`src/rtl/xcvr_pkg.sv`:
```
package xcvr_pkg;

    localparam int LANE_W = 8;
    localparam int LANES  = 2;

    // Per-lane control bundle
    typedef struct packed {
        logic en_n;      // active-low output enable
        logic to_b;      // 1: drive B, 0: drive A
        logic reg_a2b;   // B-side source select
        logic reg_b2a;   // A-side source select
    } lane_ctl_t;

    typedef struct packed {
        logic drive_a;
        logic drive_b;
    } lane_drv_t;

    function automatic lane_drv_t decode_drive(lane_ctl_t c);
        lane_drv_t d;
        d.drive_a = ~c.en_n & ~c.to_b;
        d.drive_b = ~c.en_n &  c.to_b;
        return d;
    endfunction

endpackage

```
`src/rtl/xcvr_store.sv`:
```
module xcvr_store #(
    parameter int W = 8
) (
    input  logic         clk,
    input  logic         rst,
    input  logic         load,
    input  logic [W-1:0] d,
    output logic [W-1:0] q
);
    always_ff @(posedge clk) begin
        if (rst)       q <= '0;
        else if (load) q <= d;
    end
endmodule

```
`src/rtl/xcvr_lane.sv`:
```
module xcvr_lane
    import xcvr_pkg::*;
#(
    parameter int W = LANE_W
) (
    input  logic         clk,
    input  logic         rst,
    input  lane_ctl_t    ctl,
    input  logic         cap_a2b,
    input  logic         cap_b2a,
    input  logic [W-1:0] a_in,
    input  logic [W-1:0] b_in,
    output logic [W-1:0] a_out,
    output logic [W-1:0] a_oe,
    output logic [W-1:0] b_out,
    output logic [W-1:0] b_oe
);
    lane_drv_t    drv;
    logic [W-1:0] q_a2b, q_b2a;
    logic [W-1:0] a_val, b_val;   // value offered onto each port when driven
    logic [W-1:0] a_seen, b_seen; // value present at each port

    assign drv = decode_drive(ctl);

    // Sources are read from raw inputs: only one side is driven at a time,
    // so the opposite side is always an input, and no loop is formed.
    always_comb begin
        a_val  = ctl.reg_b2a ? q_b2a : b_in;
        b_val  = ctl.reg_a2b ? q_a2b : a_in;
        a_seen = drv.drive_a ? a_val : a_in;
        b_seen = drv.drive_b ? b_val : b_in;
    end

    xcvr_store #(.W(W)) u_a2b (
        .clk (clk), .rst (rst), .load (cap_a2b), .d (a_seen), .q (q_a2b)
    );
    xcvr_store #(.W(W)) u_b2a (
        .clk (clk), .rst (rst), .load (cap_b2a), .d (b_seen), .q (q_b2a)
    );

    assign a_out = drv.drive_a ? a_val : '0;
    assign b_out = drv.drive_b ? b_val : '0;
    assign a_oe  = {W{drv.drive_a}};
    assign b_oe  = {W{drv.drive_b}};
endmodule

```
`src/rtl/dual_reg_xcvr.sv`:
```
module dual_reg_xcvr
    import xcvr_pkg::*;
#(
    parameter int LW = LANE_W,
    parameter int NL = LANES,
    localparam int TW = LW * NL
) (
    input  logic          clk,
    input  logic          rst,
    input  logic [NL-1:0] en_n,
    input  logic [NL-1:0] to_b,
    input  logic [NL-1:0] cap_a2b,
    input  logic [NL-1:0] cap_b2a,
    input  logic [NL-1:0] sel_reg_a2b,
    input  logic [NL-1:0] sel_reg_b2a,
    input  logic [TW-1:0] a_in,
    output logic [TW-1:0] a_out,
    output logic [TW-1:0] a_oe,
    input  logic [TW-1:0] b_in,
    output logic [TW-1:0] b_out,
    output logic [TW-1:0] b_oe
);
    for (genvar g = 0; g < NL; g++) begin : g_lane
        lane_ctl_t ctl;
        assign ctl = '{en_n: en_n[g], to_b: to_b[g],
                       reg_a2b: sel_reg_a2b[g], reg_b2a: sel_reg_b2a[g]};

        xcvr_lane #(.W(LW)) u_lane (
            .clk     (clk),
            .rst     (rst),
            .ctl     (ctl),
            .cap_a2b (cap_a2b[g]),
            .cap_b2a (cap_b2a[g]),
            .a_in    (a_in [g*LW +: LW]),
            .b_in    (b_in [g*LW +: LW]),
            .a_out   (a_out[g*LW +: LW]),
            .a_oe    (a_oe [g*LW +: LW]),
            .b_out   (b_out[g*LW +: LW]),
            .b_oe    (b_oe [g*LW +: LW])
        );
    end
endmodule

```
`config.mk`:
```
export PLATFORM = sky130hd
export DESIGN_NAME = dual_reg_xcvr
export DESIGN_NICKNAME = d
export VERILOG_FILES = /design/src/rtl/xcvr_pkg.sv /design/src/rtl/xcvr_store.sv /design/src/rtl/xcvr_lane.sv /design/src/rtl/dual_reg_xcvr.sv
export SDC_FILE = /design/constraint.sdc
export NUM_CORES = 1
export LEC_CHECK = 0
export ABC_CLOCK_PERIOD_IN_PS = 2760
export BUFFER_PORTS_ARGS = -buffer_cell sky130_fd_sc_hd__buf_4
export CORE_ASPECT_RATIO = 1.4
export CORE_MARGIN = 1
export CORE_UTILIZATION = 50
export DETAILED_ROUTE_END_ITERATION = 16
export GPL_ROUTABILITY_DRIVEN = 0
export HOLD_SLACK_MARGIN = 0.12
export PLACE_DENSITY = 0.86
export SYNTH_ARGS = -nofsm -noshare
export SYNTH_HDL_FRONTEND = slang
export SYNTH_SLANG_ARGS = --single-unit
```
`constraint.sdc`:
```
create_clock -name clk -period 2.76 [get_ports clk]
set_input_delay 0.276 -clock clk [delete_from_list [all_inputs] [get_ports clk]]
set_output_delay 0.276 -clock clk [all_outputs]
set_load 0.1 [all_outputs]
```
==> impl_metrics.yaml <==
outcome:
  run_status: "finished clean"
timing:
  rsz0062_at_grt: "false"
  slew_viol_final: 0
  finalClockSkew_ns: 0.00285
  period_minus_slack_ns: 1.92
  setup_tns_ns: 0
  finalHoldViolCount: 0
  max-slew-margin-rel_pct: 47.2
  timing.final.crit_share_pct: 69.5
  setup_viol: 0
  max_freq_mhz: 521
  tightest_slew_ns: 0.792
setup_path:
  cpPeakStageDelay_ns: 0.63
  ff2ff_setup_slack_ns: 1.74
  path_cells: "buf_4 -> or2_1 -> inv_1 -> buf_4"
  start_kind: "input pin"
  crit_arrival_ns: 1.64
  crit_top_cell: "buf_4"
  crit_type: "in2out"
  slowest_stage: "or2_1"
  crit_fanout: 10
  end_kind: "output port"
  required_ns: 2.48
drt:
  viasPerCell: 5.37
  first_pass_iters: 4
  first_iter_violations: 62
  drcViolationCount: 0
  wirelength_um: 5580
  vias: 2029
  routedWlPerCell_um: 14.8
  postRouteAntennaNets: 0
global_route:
  grt_start_max_net_pins: 33
  met3_usage_pct: 4.30
  grt.total_usage_pct: 23.8
  grt_pass1_vias: 1954
  antenna_found_initial: 0
  grt_overflow: 0
  grtUsageMet2_pct: 45.9
  grt_pass1_wl_um: 8630
  grt_busiest_layer: "met2"
  globalRouteMet1Util_pct: 23.9
logic_synthesis:
  synth_top_family_by_area: "compound AO/OA/AOI/OAI gates"
  synth_top_cell_area_share_pct: 28.8
  synth_xor_area_share_pct: 0
  synth.distinct_cells: 20
  yosys_warnings: 0
  ys.flop_type: "dfxtp_1"
  synth-compound-area-share_pct: 23.4
  synth_nets: 292
  netlist_instances: 246
  synth_enable_flop_cells: 0
  syn_area_per_cell_um2: 9.05
  synth_area_leaders: "dfxtp_1 29%, o221a_2 16%, mux2i_1 14%, buf_4 10%, nor2_4 8.1%"
  synth_area_um2: 2230
  yosys.area.top_type: "dfxtp_1"
  async_flop_share_pct: 0
  synth-simple-area-share_pct: 14.6
  synth-seq-cells: 32
  synthAdderAreaFrac_pct: 0
  synth.area.mux_share_pct: 14.4
  ys_seq_area_share_pct: 28.8
clocking:
  cts_sinks: 32
  cts_resized: 0
  path_clk_slew_ns: 0.07
  tritoncts: "yes"
  insertion_delay_ns: 0.29
  cts_buffers: 5
  cts.htree.levels: 2
  clockBufferDepth: 2
  postCtsSetupRepairBufs: 0
  ctsRootBufferMaster: "clkbuf_8"
  ctsHoldBuffers: 0
min_path:
  hp-class: "in2reg"
cells_and_area:
  final_cell_mix: "110 x buf_4, 32 x mux2i_1, 32 x o221a_2, 32 x dfxtp_1, 19 x inv_1"
  insertedDiodeCount: 0
  layout_commonest_cell: "buf_4"
  stdcell_area_um2: 2890
  multiInputGateArea_um2: 1170
  area_delta_synth_final_pct: 29.7
  seqCellArea_um2: 641
  fillers: 346
  drive_above_1_share_pct: 52.5
  final_nets: 364
place:
  place_area_um2: 2790
  dpl.hpwl_um: 4250
  portBuffers: 109
floorplanning:
  dieHeight_um: 80.9
  io_pins: 110
  die_area_um2: 4730
  initial_core_util_pct: 52.5
  rows: 28
  coreArea_um2: 4240
  die_x_um: 58.4
power:
  irDropWorstVdd_mv: 0.313
  leakagePower_nw: 1.44
  cellPowerDensity_nw_per_um2: 540
flow_run:
  max_cap_viol_count: 0
==> critical path: cells and delay by family <==
kind / cells / cell delay [ns]
buffers and inverters: 3 / 0.74
and+or+nand+nor: 1 / 0.63
==> logic make-up (layout without fill, tap and decap cells) <==
logic type / count (synthesis) / in the layout
flip-flops: 32 / 32
multiplexers: 32 / 32
buffers and inverters: 66 / 138
AND/OR/NAND/NOR: 52 / 52
AO/OA/AOI/OAI: 64 / 64
==> cell type report <==
class	count	share of cell area (%)
multi-input cells	148	40.4
repair buffers	110	28.6
flip-flops and latches	32	22.2
clock buffers	7	3.34
inverters	21	2.90
well taps	60	2.60
==> synthesized netlist by cell type, types with 3 or more instances <==
cell type  number
clkbuf_1        3
nand2_1        16
o21ai_1        16
o221a_2        32
inv_1          19
o21ai_0        16
clkbuf_2        3
nor2_4         16
dfxtp_1        32
mux2i_1        32
nor2_1         16
buf_4          31
==> final timing paths <==
path                                                   from                     endpoint  cells past startpoint
worst max register to register  g_lane[0].u_lane.u_b2a.q[0]  g_lane[0].u_lane.u_a2b.q[0]                      3
worst min-delay path                             cap_b2a[1]  g_lane[1].u_lane.u_b2a.q[3]                      2
worst min register to register  g_lane[0].u_lane.u_a2b.q[4]  g_lane[0].u_lane.u_a2b.q[4]                      1
worst max-delay path                                to_b[0]                      a_oe[5]                      4
==> sequential cells by signal, summed over array words and instances, names as in the netlist <==
register	flops
g_lane.u_lane.u_a2b.q	16
g_lane.u_lane.u_b2a.q	16
==> per-layer routing <==
metal | wire length, um | vias to the layer above
li1 | - | 985
met1 | 2110 | 937
met2 | 3000 | 94
met3 | 355 | 13
met4 | 117 | 0
met5 | 0 | -
==> power by group <==
part | internal [W] | switching (W)
combinational | 0.000174 | 0.000473
sequential | 0.000497 | 0.0000189
clock | 0.000222 | 0.000174
total | 0.000893 | 0.000666
==> through the flow <==
step	hold WS (ns)	power (W)	instances	util (%)	setup WS, ns
floorplan	0.503	0.00105	246	-	0.399
detailed placement	0.517	0.00117	371	65.9	0.826
finish	0.393	0.00156	378	68.1	0.841
CTS	0.385	0.00157	378	68.1	0.821
global placement	0.512	0.00116	371	65.9	0.886
global route	0.397	0.00161	378	68.1	0.726
Note: power is estimated with default switching activity, not from simulation.
